$ cat src/rtl/i2cs_pkg.sv
package i2cs_pkg;
  localparam int unsigned BYTE_W = 8;

  typedef enum logic [2:0] {
    ST_IDLE,
    ST_ADDR,
    ST_AACK,
    ST_WDATA,
    ST_WACK,
    ST_RDATA,
    ST_RACK,
    ST_SKIP
  } st_e;
endpackage

$ cat src/rtl/i2cs_sync.sv
module i2cs_sync #(
  parameter int unsigned WIDTH  = 2,
  parameter int unsigned STAGES = 2
) (
  input  logic             clk_i,
  input  logic             rst_ni,
  input  logic [WIDTH-1:0] d_i,
  output logic [WIDTH-1:0] q_o
);
  // bus idles high, so reset to 1
  for (genvar g = 0; g < WIDTH; g++) begin : g_bit
    logic [STAGES-1:0] chain;
    always_ff @(posedge clk_i or negedge rst_ni) begin
      if (!rst_ni) chain <= '1;
      else         chain <= {chain[STAGES-2:0], d_i[g]};
    end
    assign q_o[g] = chain[STAGES-1];
  end
endmodule

$ cat src/rtl/i2cs_cond_det.sv
module i2cs_cond_det (
  input  logic clk_i,
  input  logic rst_ni,
  input  logic scl_s_i,
  input  logic sda_s_i,
  output logic start_o,
  output logic stop_o,
  output logic scl_rise_o,
  output logic scl_fall_o
);
  logic scl_q, sda_q;

  always_ff @(posedge clk_i or negedge rst_ni) begin
    if (!rst_ni) begin
      scl_q <= 1'b1;
      sda_q <= 1'b1;
    end else begin
      scl_q <= scl_s_i;
      sda_q <= sda_s_i;
    end
  end

  assign start_o    = scl_s_i & scl_q & sda_q & ~sda_s_i;
  assign stop_o     = scl_s_i & scl_q & ~sda_q & sda_s_i;
  assign scl_rise_o = scl_s_i & ~scl_q;
  assign scl_fall_o = ~scl_s_i & scl_q;
endmodule

$ cat src/rtl/i2cs_engine.sv
module i2cs_engine
  import i2cs_pkg::*;
#(
  parameter int unsigned CFG_W  = 6,
  parameter int unsigned SEL_W  = 2,
  parameter logic [6:0]  BASE_A = 7'h08
) (
  input  logic                        clk_i,
  input  logic                        rst_ni,
  input  logic                        start_i,
  input  logic                        stop_i,
  input  logic                        scl_rise_i,
  input  logic                        scl_fall_i,
  input  logic                        sda_s_i,
  input  logic [SEL_W-1:0]            addr_sel_i,
  input  logic                        uv_i,
  input  logic [BYTE_W-CFG_W-1:0]     status_i,
  output logic                        sda_pd_o,
  output logic [CFG_W-1:0]            cfg_o
);
  localparam int unsigned CNT_W = $clog2(BYTE_W + 1);
  localparam logic [CNT_W-1:0] CNT_FULL = CNT_W'(BYTE_W);

  st_e               state;
  logic [CNT_W-1:0]  cnt;
  logic [BYTE_W-1:0] sh;
  logic [BYTE_W-2:0] tx;     // bits still to send after the one on the bus
  logic              rw;
  logic              mack;
  logic              pd;
  logic [CFG_W-1:0]  cfg;
  logic [6:0]        dev_a;
  logic [BYTE_W-1:0] rd_byte;

  assign dev_a   = {BASE_A[6:SEL_W], addr_sel_i};
  assign rd_byte = {cfg, status_i};

  always_ff @(posedge clk_i or negedge rst_ni) begin
    if (!rst_ni) begin
      state <= ST_IDLE;
      cnt   <= '0;
      sh    <= '0;
      tx    <= '0;
      rw    <= 1'b0;
      mack  <= 1'b0;
      pd    <= 1'b0;
      cfg   <= '0;
    end else if (uv_i) begin
      state <= ST_IDLE;
      cnt   <= '0;
      pd    <= 1'b0;
      cfg   <= '0;
    end else if (start_i) begin
      state <= ST_ADDR;
      cnt   <= '0;
      pd    <= 1'b0;
    end else if (stop_i) begin
      state <= ST_IDLE;
      pd    <= 1'b0;
    end else begin
      unique case (state)
        ST_ADDR, ST_WDATA: begin
          if (scl_rise_i) begin
            sh  <= {sh[BYTE_W-2:0], sda_s_i};
            cnt <= cnt + 1'b1;
          end else if (scl_fall_i && cnt == CNT_FULL) begin
            if (state == ST_WDATA) begin
              cfg   <= sh[BYTE_W-1 -: CFG_W];
              pd    <= 1'b1;
              state <= ST_WACK;
            end else if (sh[BYTE_W-1:1] == dev_a) begin
              rw    <= sh[0];
              pd    <= 1'b1;
              state <= ST_AACK;
            end else begin
              state <= ST_SKIP;
            end
          end
        end
        ST_AACK: begin
          if (scl_fall_i) begin
            cnt <= '0;
            if (rw) begin
              tx    <= rd_byte[BYTE_W-2:0];
              pd    <= ~rd_byte[BYTE_W-1];
              state <= ST_RDATA;
            end else begin
              pd    <= 1'b0;
              state <= ST_WDATA;
            end
          end
        end
        ST_WACK: begin
          if (scl_fall_i) begin
            cnt   <= '0;
            pd    <= 1'b0;
            state <= ST_WDATA;
          end
        end
        ST_RDATA: begin
          if (scl_rise_i) begin
            cnt <= cnt + 1'b1;
          end else if (scl_fall_i) begin
            if (cnt == CNT_FULL) begin
              pd    <= 1'b0;
              state <= ST_RACK;
            end else begin
              pd <= ~tx[BYTE_W-2];
              tx <= {tx[BYTE_W-3:0], 1'b0};
            end
          end
        end
        ST_RACK: begin
          if (scl_rise_i) begin
            mack <= ~sda_s_i;
          end else if (scl_fall_i) begin
            if (mack) begin
              cnt   <= '0;
              tx    <= rd_byte[BYTE_W-2:0];
              pd    <= ~rd_byte[BYTE_W-1];
              state <= ST_RDATA;
            end else begin
              state <= ST_SKIP;
            end
          end
        end
        default: ;  // idle and skip wait for start or stop
      endcase
    end
  end

  assign sda_pd_o = pd;
  assign cfg_o    = cfg;
endmodule

$ cat src/rtl/i2c_sysreg_slave.sv
module i2c_sysreg_slave
  import i2cs_pkg::*;
#(
  parameter int unsigned CFG_W  = 6,
  parameter int unsigned SEL_W  = 2,
  parameter logic [6:0]  BASE_A = 7'h08,
  parameter int unsigned STAGES = 2
) (
  input  logic                    clk_i,
  input  logic                    rst_ni,
  input  logic                    scl_i,
  input  logic                    sda_i,
  input  logic [SEL_W-1:0]        addr_sel_i,
  input  logic                    uv_i,
  input  logic [BYTE_W-CFG_W-1:0] status_i,
  output logic                    sda_pd_o,
  output logic [CFG_W-1:0]        cfg_o
);
  logic [1:0] bus_s;
  logic start, stop, scl_rise, scl_fall;

  i2cs_sync #(.WIDTH(2), .STAGES(STAGES)) u_sync (
    .clk_i (clk_i),
    .rst_ni(rst_ni),
    .d_i   ({scl_i, sda_i}),
    .q_o   (bus_s)
  );

  i2cs_cond_det u_det (
    .clk_i     (clk_i),
    .rst_ni    (rst_ni),
    .scl_s_i   (bus_s[1]),
    .sda_s_i   (bus_s[0]),
    .start_o   (start),
    .stop_o    (stop),
    .scl_rise_o(scl_rise),
    .scl_fall_o(scl_fall)
  );

  i2cs_engine #(.CFG_W(CFG_W), .SEL_W(SEL_W), .BASE_A(BASE_A)) u_eng (
    .clk_i     (clk_i),
    .rst_ni    (rst_ni),
    .start_i   (start),
    .stop_i    (stop),
    .scl_rise_i(scl_rise),
    .scl_fall_i(scl_fall),
    .sda_s_i   (bus_s[0]),
    .addr_sel_i(addr_sel_i),
    .uv_i      (uv_i),
    .status_i  (status_i),
    .sda_pd_o  (sda_pd_o),
    .cfg_o     (cfg_o)
  );
endmodule

$ cat config.mk
export PLATFORM = sky130hd
export DESIGN_NAME = i2c_sysreg_slave
export DESIGN_NICKNAME = d
export VERILOG_FILES = /design/src/rtl/i2cs_pkg.sv /design/src/rtl/i2cs_sync.sv /design/src/rtl/i2cs_cond_det.sv /design/src/rtl/i2cs_engine.sv /design/src/rtl/i2c_sysreg_slave.sv
export SDC_FILE = /design/constraint.sdc
export NUM_CORES = 1
export LEC_CHECK = 0
export ABC_AREA = 1
export BUFFER_PORTS_ARGS = -buffer_cell sky130_fd_sc_hd__buf_2
export CORE_MARGIN = 5
export CORE_UTILIZATION = 29
export CTS_CLUSTER_DIAMETER = 100
export CTS_CLUSTER_SIZE = 16
export DETAILED_ROUTE_END_ITERATION = 6
export HOLD_SLACK_MARGIN = 0.02
export PLACE_DENSITY = 0.53
export SYNTH_ARGS = -nofsm -noshare
export SYNTH_HDL_FRONTEND = slang
export SYNTH_HIERARCHICAL = 1
export SYNTH_SLANG_ARGS = --single-unit
$ cat constraint.sdc
create_clock -name clk_i -period 5.17 [get_ports clk_i]
set_clock_uncertainty 0.15 [all_clocks]
set_input_delay 0 -clock clk_i [delete_from_list [all_inputs] [get_ports clk_i]]
set_output_delay 0 -clock clk_i [all_outputs]
set_load 0.02 [all_outputs]
==> impl_metrics.tcl, run 1 <==
set metrics [dict create \
    status "finished clean" \
    switchingPower_uw 399 \
    grt_util_all_layers_pct 11.3 \
    synth-edff-count 0 \
    io_pins 16 \
    grt_use_met1_pct 14.7 \
    use_met2_pct 17.5 \
    tightest_slew_ns 0.827 \
    slew_viol_final 0 \
    cts_root_buf "clkbuf_8" \
    ys_ff_latch 37 \
    ys_seq_area_share_pct 43.9 \
    combPwrFrac_pct 34.6 \
    internal-power_uw 630 \
    p_leak_nw 1.23 \
    ctsHtreeMaxLevel 2 \
    grt_max_degree 38 \
    syn_inst 263 \
    top_usage_layer "met2" \
    setup_tns_ns 0 \
    postSynth.asyncResetShare_pct 100 \
    cts_tree "done" \
    cp_max_fo 15 \
    use_met3_pct 2.68 \
    drt-initial-drc-count 57 \
    firstDrtPassIters 4 \
    hold_ws_ns 0.0959 \
    final-seq-area_um2 933 \
    antenna_left 0 \
    path_clk_slew_ns 0.08 \
    relSlewSlack_pct 44.9 \
    critPathCaptureType "flip-flop" \
    cp.required_ns 5.21 \
    rows 31 \
    n_fill_cell 766 \
    synth_cell_types 32 \
    clock_sinks 37 \
    die-area_um2 9140 \
    power_density_nw_per_um2 423 \
    peakVddDrop_uv 184 \
    grt_pass1_vias 1690 \
    antenna_found_initial 0 \
    core-area_um2 7180 \
    drive_gt1_share_pct 24.9 \
    clk_path_buf_depth 2 \
    finalHoldViolations 0 \
    antennaDiodeCount 0 \
    clkLatencyLatePin_ns 0.30 \
    die_y_um 95.6 \
    via_per_inst 4.30 \
    multiInputGateArea_um2 980 \
    cts_made_buffers 5 \
    fin_crit_sh_pct 41.2 \
    syn-num-nets 274 \
    swShare_pct 38.8 \
    wl_per_cell_um 11.6 \
    hold_class "in -> reg" \
    drc 0 \
    routed_wl_mm 4.46 \
    ys.flop_type "dfrtp_1" \
    cp-start-kind "flip-flop" \
    yosysWarnings 6 \
    p_clk_share_pct 24.7 \
    hpwl_mm 3.32 \
    vias 1651 \
    start_util_pct 29.6 \
    gr-total-overflow 0 \
    fin_nets 295 \
    setup_viol 0 \
    grt_pass1_wl_mm 7.87 \
    syn_avg_cell_area_um2 8.08 \
    pwr-share-seq_pct 40.7 \
    crit_type "reg -> reg" \
    synth_area_um2 2120 \
    max_freq_mhz 469 \
    cp.arrival_ns 2.17 \
    place.gp.congestion 0.847 \
    post_cts_buffers 0 \
    area_growth_pct 14.5 \
    rsz0062_at_grt "no" \
    io_buffer_count 15 \
    period_needed_ns 2.13 \
    die_w_um 95.6 \
    max_cap_viol_count 0 \
]
==> power groups by stage <==
stage / Sequential, mW / Combinational (mW) / Clock [mW]
after floorplan: 0.401 / 0.315 / 0
after global placement: 0.422 / 0.357 / 0
after detailed placement: 0.424 / 0.355 / 0
after CTS: 0.418 / 0.360 / 0.265
after global routing: 0.431 / 0.414 / 0.278
final: 0.419 / 0.356 / 0.254
==> worst paths after layout <==
kind / cells past startpoint / from / slack [ns] / end
worst min-delay path: 9 / addr_sel_i[1] / 0.1 / u_eng/rw
worst max register to register: 11 / u_sync/g_bit[1].chain[1] / 3.04 / u_eng/sda_pd_o
worst min register to register: 0 / u_sync/g_bit[1].chain[0] / 0.21 / u_sync/g_bit[1].chain[1]
max in group asynchronous: 2 / rst_ni / 4.15 / u_eng/tx[2]
min in group asynchronous: 2 / rst_ni / 0.18 / u_eng/cnt[1]
worst max-delay path: 11 / u_sync/g_bit[1].chain[1] / 3.04 / u_eng/sda_pd_o
==> critical path, cell delays in order, from the launching register on <==
cell	delay, ns
dfstp_2	0.55
nand2_1	0.07
nor2_1	0.35
nor2_1	0.12
inv_1	0.14
nor2_4	0.06
nand2_4	0.14
nand3_2	0.12
nor2_1	0.16
nand2_1	0.07
nand2_1	0.05
nand2_1	0.05
==> routing by layer <==
layer | wire length, um | up-vias
li1 | - | 868
met3 | 136 | 11
met5 | 0 | -
met4 | 95 | 0
met2 | 2100 | 23
met1 | 2130 | 749
==> cell usage after synthesis (all sizes together), types with 2 or more instances <==
library cell	instances	share of area, %
o22ai	3	0.88
nand2	79	17
a21oi	3	0.71
o21ai	23	6.7
mux2i	3	1.4
nor2	31	7.1
mux2	2	1.1
dfstp	6	7.4
nor4	2	0.59
xnor2	2	0.82
nand3	24	6.8
nand4	2	0.59
buf	7	2.9
ha	2	1.2
dfrtp	31	37
inv	39	7.0
==> per-stage QoR <==
stage	std cells	setup WS [ns]	cell area, um^2	power, mW	util, %
2_1_floorplan	263	3.21	2120	0.716	-
3_3_place_gp	370	3.10	2260	0.779	31.5
3_5_place_dp	370	3.05	2260	0.779	31.5
4_1_cts	384	3.03	2430	1.04	33.9
5_1_grt	384	2.77	2430	1.12	33.9
6_report	384	3.04	2430	1.03	33.9
==> final cells by class <==
cell class	count	share of cell area, %
clock buffer	6	2.98
multi-input combinational	180	40.3
timing repair buffer	21	5.56
clock inverter	2	1.59
sequential	37	38.4
inverter	39	6.12
tap	99	5.09
==> timing repair <==
item                       4_1_cts  5_1_grt
gates resized for setup          0        0
hold endpoints to repair        41        0
hold buffers                     6        0
setup endpoints to repair        0        0
==> cell usage in the layout, fill, tap and decap left out, types with 4 or more instances in the layout <==
master | Yosys | final
buf_2 | 2 | 15
clkbuf_8 | 0 | 5
dfrtp_1 | 31 | 31
dfstp_2 | 6 | 6
dlygate4sd3_1 | 0 | 6
inv_1 | 33 | 33
inv_2 | 5 | 5
nand2_1 | 63 | 63
nand2_2 | 12 | 12
nand2_4 | 4 | 4
nand3_1 | 19 | 19
nand3_2 | 5 | 5
nor2_1 | 25 | 25
nor2_4 | 4 | 4
o21ai_0 | 14 | 14
o21ai_2 | 7 | 7
==> cell families after synthesis <==
| group | Yosys count | share of synthesized area (%) |
|---|---|---|
| xor+xnor | 2 | 0.825 |
| compound gates | 31 | 9.13 |
| buf+inv | 46 | 9.95 |
| mux | 5 | 2.47 |
| flops | 37 | 43.9 |
| simple gates | 140 | 32.5 |
| fa+ha+maj | 2 | 1.18 |
==> state kept, by name (all words and copies together), names as in the netlist <==
signal	cells
u_det/scl_q	1
u_det/sda_q	1
u_eng/cfg_o	6
u_eng/cnt	4
u_eng/mack	1
u_eng/rw	1
u_eng/sda_pd_o	1
u_eng/sh	8
u_eng/state	3
u_eng/tx	7
u_sync/g_bit.chain	4
(Power assumes the default switching activity.)
==> inputs of run 2 (changes only) <==
Clock period 5.17 ns to 2.1 ns, I/O delays scaled along.
==> impl_metrics.tcl, run 2 (synthesis gave the netlist of run 1 again) <==
set metrics [dict create \
    status "finished clean" \
    wl_met2_mm 2.21 \
    cp_max_fo 9 \
    tightest_slew_ns 0.813 \
    rows 31 \
    clock_sinks 37 \
    m1WireLength_mm 2.11 \
    area_growth_pct 17.6 \
    max_cap_viol_count 0 \
    die_w_um 95.6 \
    placed_cells 374 \
    p_leak_nw 1.27 \
    via_per_inst 4.37 \
    relSlewSlack_pct 45.8 \
    crit_slowest_cell "dfstp_2" \
    grt_max_degree 38 \
    wl_met3_um 117 \
    hold_class "in -> reg" \
    grt_util_all_layers_pct 11.1 \
    path_clk_slew_ns 0.07 \
    top_register "u_eng/sh" \
    drive_gt1_share_pct 27.3 \
    io_pins 16 \
    multiInputGateArea_um2 992 \
    top_layer "met4" \
    crit_type "reg -> reg" \
    critPathCaptureType "flip-flop" \
    path_cells "inv_1 -> nand2_1 -> nor2_1 -> buf_4 -> nor2_4 -> nand2_4 -> inv_1 -> nand3_1 -> nor2_1 -> nand2_1 -> o21ai_1 -> inv_1" \
    clk_path_buf_depth 2 \
    antennaDiodeCount 0 \
    fin_crit_sh_pct 91.8 \
    cp.required_ns 2.13 \
    cts_tree "done" \
    hpwl_mm 3.39 \
    crit_buf_inv 4 \
    cts_root_buf "clkbuf_8" \
    period_needed_ns 1.93 \
    stdcell_count 388 \
    die_y_um 95.6 \
    firstDrtPassIters 4 \
    cp.arrival_ns 1.96 \
    cts_made_buffers 5 \
    setup_tns_ns 0 \
    io_buffer_count 15 \
    routed_wl_mm 4.51 \
    n_fill_cell 759 \
    finalHoldViolations 0 \
    start_util_pct 29.6 \
    wl_per_cell_um 11.6 \
    max_freq_mhz 519 \
    vias 1695 \
    grt_pass1_vias 1735 \
    drt-initial-drc-count 72 \
    setup_viol 0 \
    layout_common_cells "nand2_1 (63), inv_1 (33), dfrtp_1 (31), nor2_1 (22), nand3_1 (19)" \
    clkLatencyLatePin_ns 0.29 \
    power_density_nw_per_um2 1070 \
    drc 0 \
    slew_viol_final 0 \
    core-area_um2 7180 \
    antenna_left 0 \
    slowest_delay_ns 0.56 \
    grt_pass1_wl_mm 7.96 \
    place.gp.congestion 0.889 \
    path_common_cell "inv_1" \
    ctsHtreeMaxLevel 2 \
    gr-total-overflow 0 \
    cp_top_family "simple AND/OR/NAND/NOR gates" \
    cp-start-kind "flip-flop" \
    antenna_found_initial 0 \
    fin_nets 299 \
    final-seq-area_um2 933 \
    layout_commonest_cell "nand2_1" \
    die-area_um2 9140 \
    peakVddDrop_uv 329 \
    largest_register_ffs 8 \
]
## run 2: cell count changes in the layout (fill, tap and decap cells not counted), sizes merged
| cell | previous run | this run |
|---|---|---|
| bufinv | 1 | 2 |
| clkbuf | 6 | 5 |
| buf | 15 | 19 |
## run 2: through the flow
step	util [%]	hold WS (ns)	setup WS [ns]	power (mW)	area, um^2
finish	34.8	0.122	0.173	2.67	2500
global route	34.8	0.176	-0.00187	2.90	2500
global placement	31.9	-0.0448	0.166	1.93	2290
detailed placement	31.9	-0.0432	0.123	1.94	2290
floorplan	-	-0.446	0.135	1.76	2120
CTS	34.6	0.108	0.115	2.70	2480
## run 2: worst reg2reg max path, cell delays in order, from the launching register on
cell,delay (ns)
dfstp_2,0.56
inv_1,0.04
nand2_1,0.05
nor2_1,0.04
buf_4,0.15
nor2_4,0.22
nand2_4,0.08
inv_1,0.11
nand3_1,0.08
nor2_1,0.09
nand2_1,0.08
o21ai_1,0.12
inv_1,0.05
## run 2: power breakdown
part	internal (mW)	leakage (nW)	switching (mW)	total, mW
combinational	0.336	0.731	0.564	0.900
clock	0.472	0.0681	0.263	0.735
sequential	0.872	0.473	0.163	1.04
total	1.68	1.27	0.991	2.67
## run 2: timing repair
item	4_1_cts	5_1_grt
endpoints found under the setup margin	0	7
hold endpoints to repair	40	0
hold buffers	6	0
gates resized for setup	0	4
buffers inserted	0	0
## run 2: per-layer routing
metal | vias to the layer above | global-route usage [%]
met5 | - | 0
met4 | 0 | 3.91
met3 | 8 | 2.60
met2 | 18 | 18.7
met1 | 791 | 13.9
li1 | 878 | -
## run 2: layout make-up
class	count	area share, %
clock buffers	5	2.76
clock inverters	3	2.61
inverters	39	5.96
multi-input cells	180	39.7
flip-flops and latches	37	37.4
well taps	99	4.96
repair buffers	25	6.61
## run 2: worst paths after layout
check | from | endpoint | slack, ns | depth (start not counted)
setup / recovery | u_sync/g_bit[0].chain[1] | u_eng/rw | 0.17 | 12
max in group asynchronous | rst_ni | u_eng/tx[5] | 1.08 | 2
hold / removal | addr_sel_i[1] | u_eng/rw | 0.12 | 9
hold reg to reg | u_sync/g_bit[1].chain[0] | u_sync/g_bit[1].chain[1] | 0.20 | 0
min in group asynchronous | rst_ni | u_eng/cnt[1] | 0.20 | 2
setup reg to reg | u_sync/g_bit[0].chain[1] | u_eng/rw | 0.17 | 12
==> inputs of run 3 (changes only) <==
Settings changed: SYNTH_HIERARCHICAL 1 to default.
==> impl_metrics.tcl, run 3 <==
set metrics [dict create \
    status "finished clean" \
    syn_inst 251 \
    ctsHtreeMaxLevel 2 \
    top_usage_layer "met2" \
    combPwrFrac_pct 39.2 \
    syn-num-nets 262 \
    synth_top_area_share_pct 37.9 \
    grt_pass1_wl_mm 7.63 \
    slew_viol_final 0 \
    area_growth_pct 15.4 \
    cts_made_buffers 5 \
    rr_worst_depth 9 \
    placed_cells 359 \
    io_pins 16 \
    yosysMostFrequentCell "nand2_1" \
    p_clk_share_pct 18.9 \
    clkLatencyLatePin_ns 0.29 \
    switchingPower_mw 1.05 \
    antenna_found_initial 0 \
    use_met3_pct 2.40 \
    relSlewSlack_pct 44.2 \
    cts_root_buf "clkbuf_8" \
    use_met2_pct 16.1 \
    critPathCaptureType "flip-flop" \
    power_density_nw_per_um2 1070 \
    dp_slack_ns 0.189 \
    grt_max_degree 38 \
    io_buffer_count 15 \
    fin_nets 287 \
    internal-power_mw 1.48 \
    routed_wl_mm 4.26 \
    core-area_um2 6830 \
    final_util_pct 34.6 \
    die_y_um 94.0 \
    ys_ff_latch 37 \
    synth_cell_types 32 \
    yosys.area.top_type "dfrtp_1" \
    reg2reg_to "u_eng.tx[6]" \
    vias 1644 \
    cp.arrival_ns 1.99 \
    pwr-share-seq_pct 41.9 \
    critPathLaunch "u_eng.cnt[0]" \
    largest_register_ffs 8 \
    synth.area.top_cells "dfrtp_1 (38%), nand2_1 (12%), dfstp_2 (7.7%)" \
    tightest_slew_ns 0.837 \
    layout_common_cells "nand2_1 (63), dfrtp_1 (31), inv_1 (29), nor2_1 (28), o21ai_0 (20)" \
    via_per_inst 4.41 \
    hold_ws_ns 0.188 \
    yosysWarnings 0 \
    gr-total-overflow 0 \
    max_freq_mhz 522 \
    rows 30 \
    drive_gt1_share_pct 23.1 \
    peakVddDrop_uv 241 \
    period_needed_ns 1.92 \
    setup_ws_ns 0.183 \
    cp-start-kind "flip-flop" \
    drc 0 \
    multiInputGateArea_um2 952 \
    postSynth.asyncResetShare_pct 100 \
    cp-endpoint "u_eng.tx[6]" \
    rsz0062_at_grt "no" \
    r2r_slack_ns 0.18 \
    fin_crit_sh_pct 91.3 \
    cp_max_fo 14 \
    wl_per_cell_um 11.4 \
    setup_tns_ns 0 \
    n_fill_cell 740 \
    die-area_um2 8840 \
    p_leak_nw 1.13 \
    die_w_um 94.0 \
    place.gp.congestion 0.875 \
    max_cap_viol_count 0 \
    grt_pass1_vias 1624 \
    grt_util_all_layers_pct 10.8 \
    synth_area_um2 2050 \
    antenna_left 0 \
    crit_type "reg -> reg" \
    stdcell_count 373 \
    cts_tree "done" \
    hold_class "in -> async" \
    swShare_pct 41.4 \
    syn_avg_cell_area_um2 8.16 \
    finalHoldViolations 0 \
    final-seq-area_um2 933 \
    antennaDiodeCount 0 \
    firstDrtPassIters 4 \
    grt_use_met1_pct 15.2 \
    setup_viol 0 \
    clock_sinks 37 \
    cp.required_ns 2.17 \
    clk_path_buf_depth 2 \
    path_clk_slew_ns 0.07 \
    drt-initial-drc-count 173 \
    r2r_start "u_eng.cnt[0]" \
    top_register "u_eng.sh" \
    synth_common_cells "nand2_1 (63), dfrtp_1 (31), inv_1 (29)" \
    layout_commonest_cell "nand2_1" \
    ys.flop_type "dfrtp_1" \
    hpwl_mm 3.20 \
    synth-edff-count 0 \
    start_util_pct 30.0 \
    ys_seq_area_share_pct 45.6 \
]
[run 3: changes by cell type after synthesis, sizes merged, moves of 2 or more]
cell and delta:
inv -4, nand2 -11, o22ai -2, a21oi +2
buf -3, nand3 -10, o21ai +8, mux2i -3
mux2 -2, nand4 +5, nor4 -2, o211ai +6
[run 3: worst min path at each step]
stage	endpoint	cells after the start	slack, ns
2_1_floorplan	u_eng.cfg_o[0]	0	-0.45
3_3_place_gp	u_sync.g_bit[0].chain[0]	1	-0.04
3_5_place_dp	u_sync.g_bit[0].chain[0]	1	-0.04
4_1_cts	u_eng.rw	9	0.19
5_1_grt	u_sync.g_bit[0].chain[0]	2	0.20
6_report	u_eng.tx[4]	2	0.19
[run 3: logic make-up (layout without fill, tap and decap cells)]
kind of cell	after synthesis	count (layout)	synth area share, %
and+or+nand+nor	126	126	29.8
AOI/OAI and AO/OA	45	45	14.6
buffers and inverters	39	65	7.88
DFF	37	37	45.6
adders and majority gates	2	2	1.22
xor gates and xnor gates	2	2	0.856
[run 3: worst max-delay path: stages, from the launching register on]
cell      delay [ns]
dfrtp_1         0.42
inv_1           0.07
ha_1            0.19
nand3b_1        0.15
inv_1           0.08
nand2_2         0.06
nand4_2         0.09
nor2_4          0.36
o211ai_1        0.18
o21ai_2         0.09
[run 3: repair_timing]
item                                    in CTS  in global routing
resized for setup                            0                  0
hold buffers                                 6                  0
hold endpoints to repair                    36                  0
setup buffers                                0                  0
endpoints found under the setup margin       0                  0
[run 3: layout make-up]
class	count	share of cell area, %
clock buffers	6	3.07
clock inverters	2	0.424
inverters	35	5.56
multi-input cells	175	40.3
flip-flops and latches	37	39.5
well taps	96	5.08
repair buffers	22	6.04
[run 3: power groups by stage]
stage          Combinational, mW  Sequential [mW]  Clock, mW
2_1_floorplan              0.769             1.05          0
3_3_place_gp               0.979             1.07          0
3_5_place_dp               0.975             1.08          0
4_1_cts                    0.992             1.06      0.503
5_1_grt                     1.14             1.10      0.537
6_report                   0.992             1.06      0.479
[run 3: per-layer routing]
layer | up-vias | share of wire, %
met5 | - | 0
met4 | 0 | 1.5
met3 | 8 | 4.3
met2 | 27 | 42
met1 | 740 | 52
li1 | 869 | -
[run 3: metrics by stage]
| stage | area, um^2 | power (mW) |
|---|---|---|
| after floorplan | 2050 | 1.82 |
| after global placement | 2220 | 2.05 |
| after detailed placement | 2220 | 2.05 |
| after CTS | 2360 | 2.56 |
| after global routing | 2360 | 2.78 |
| final | 2360 | 2.53 |
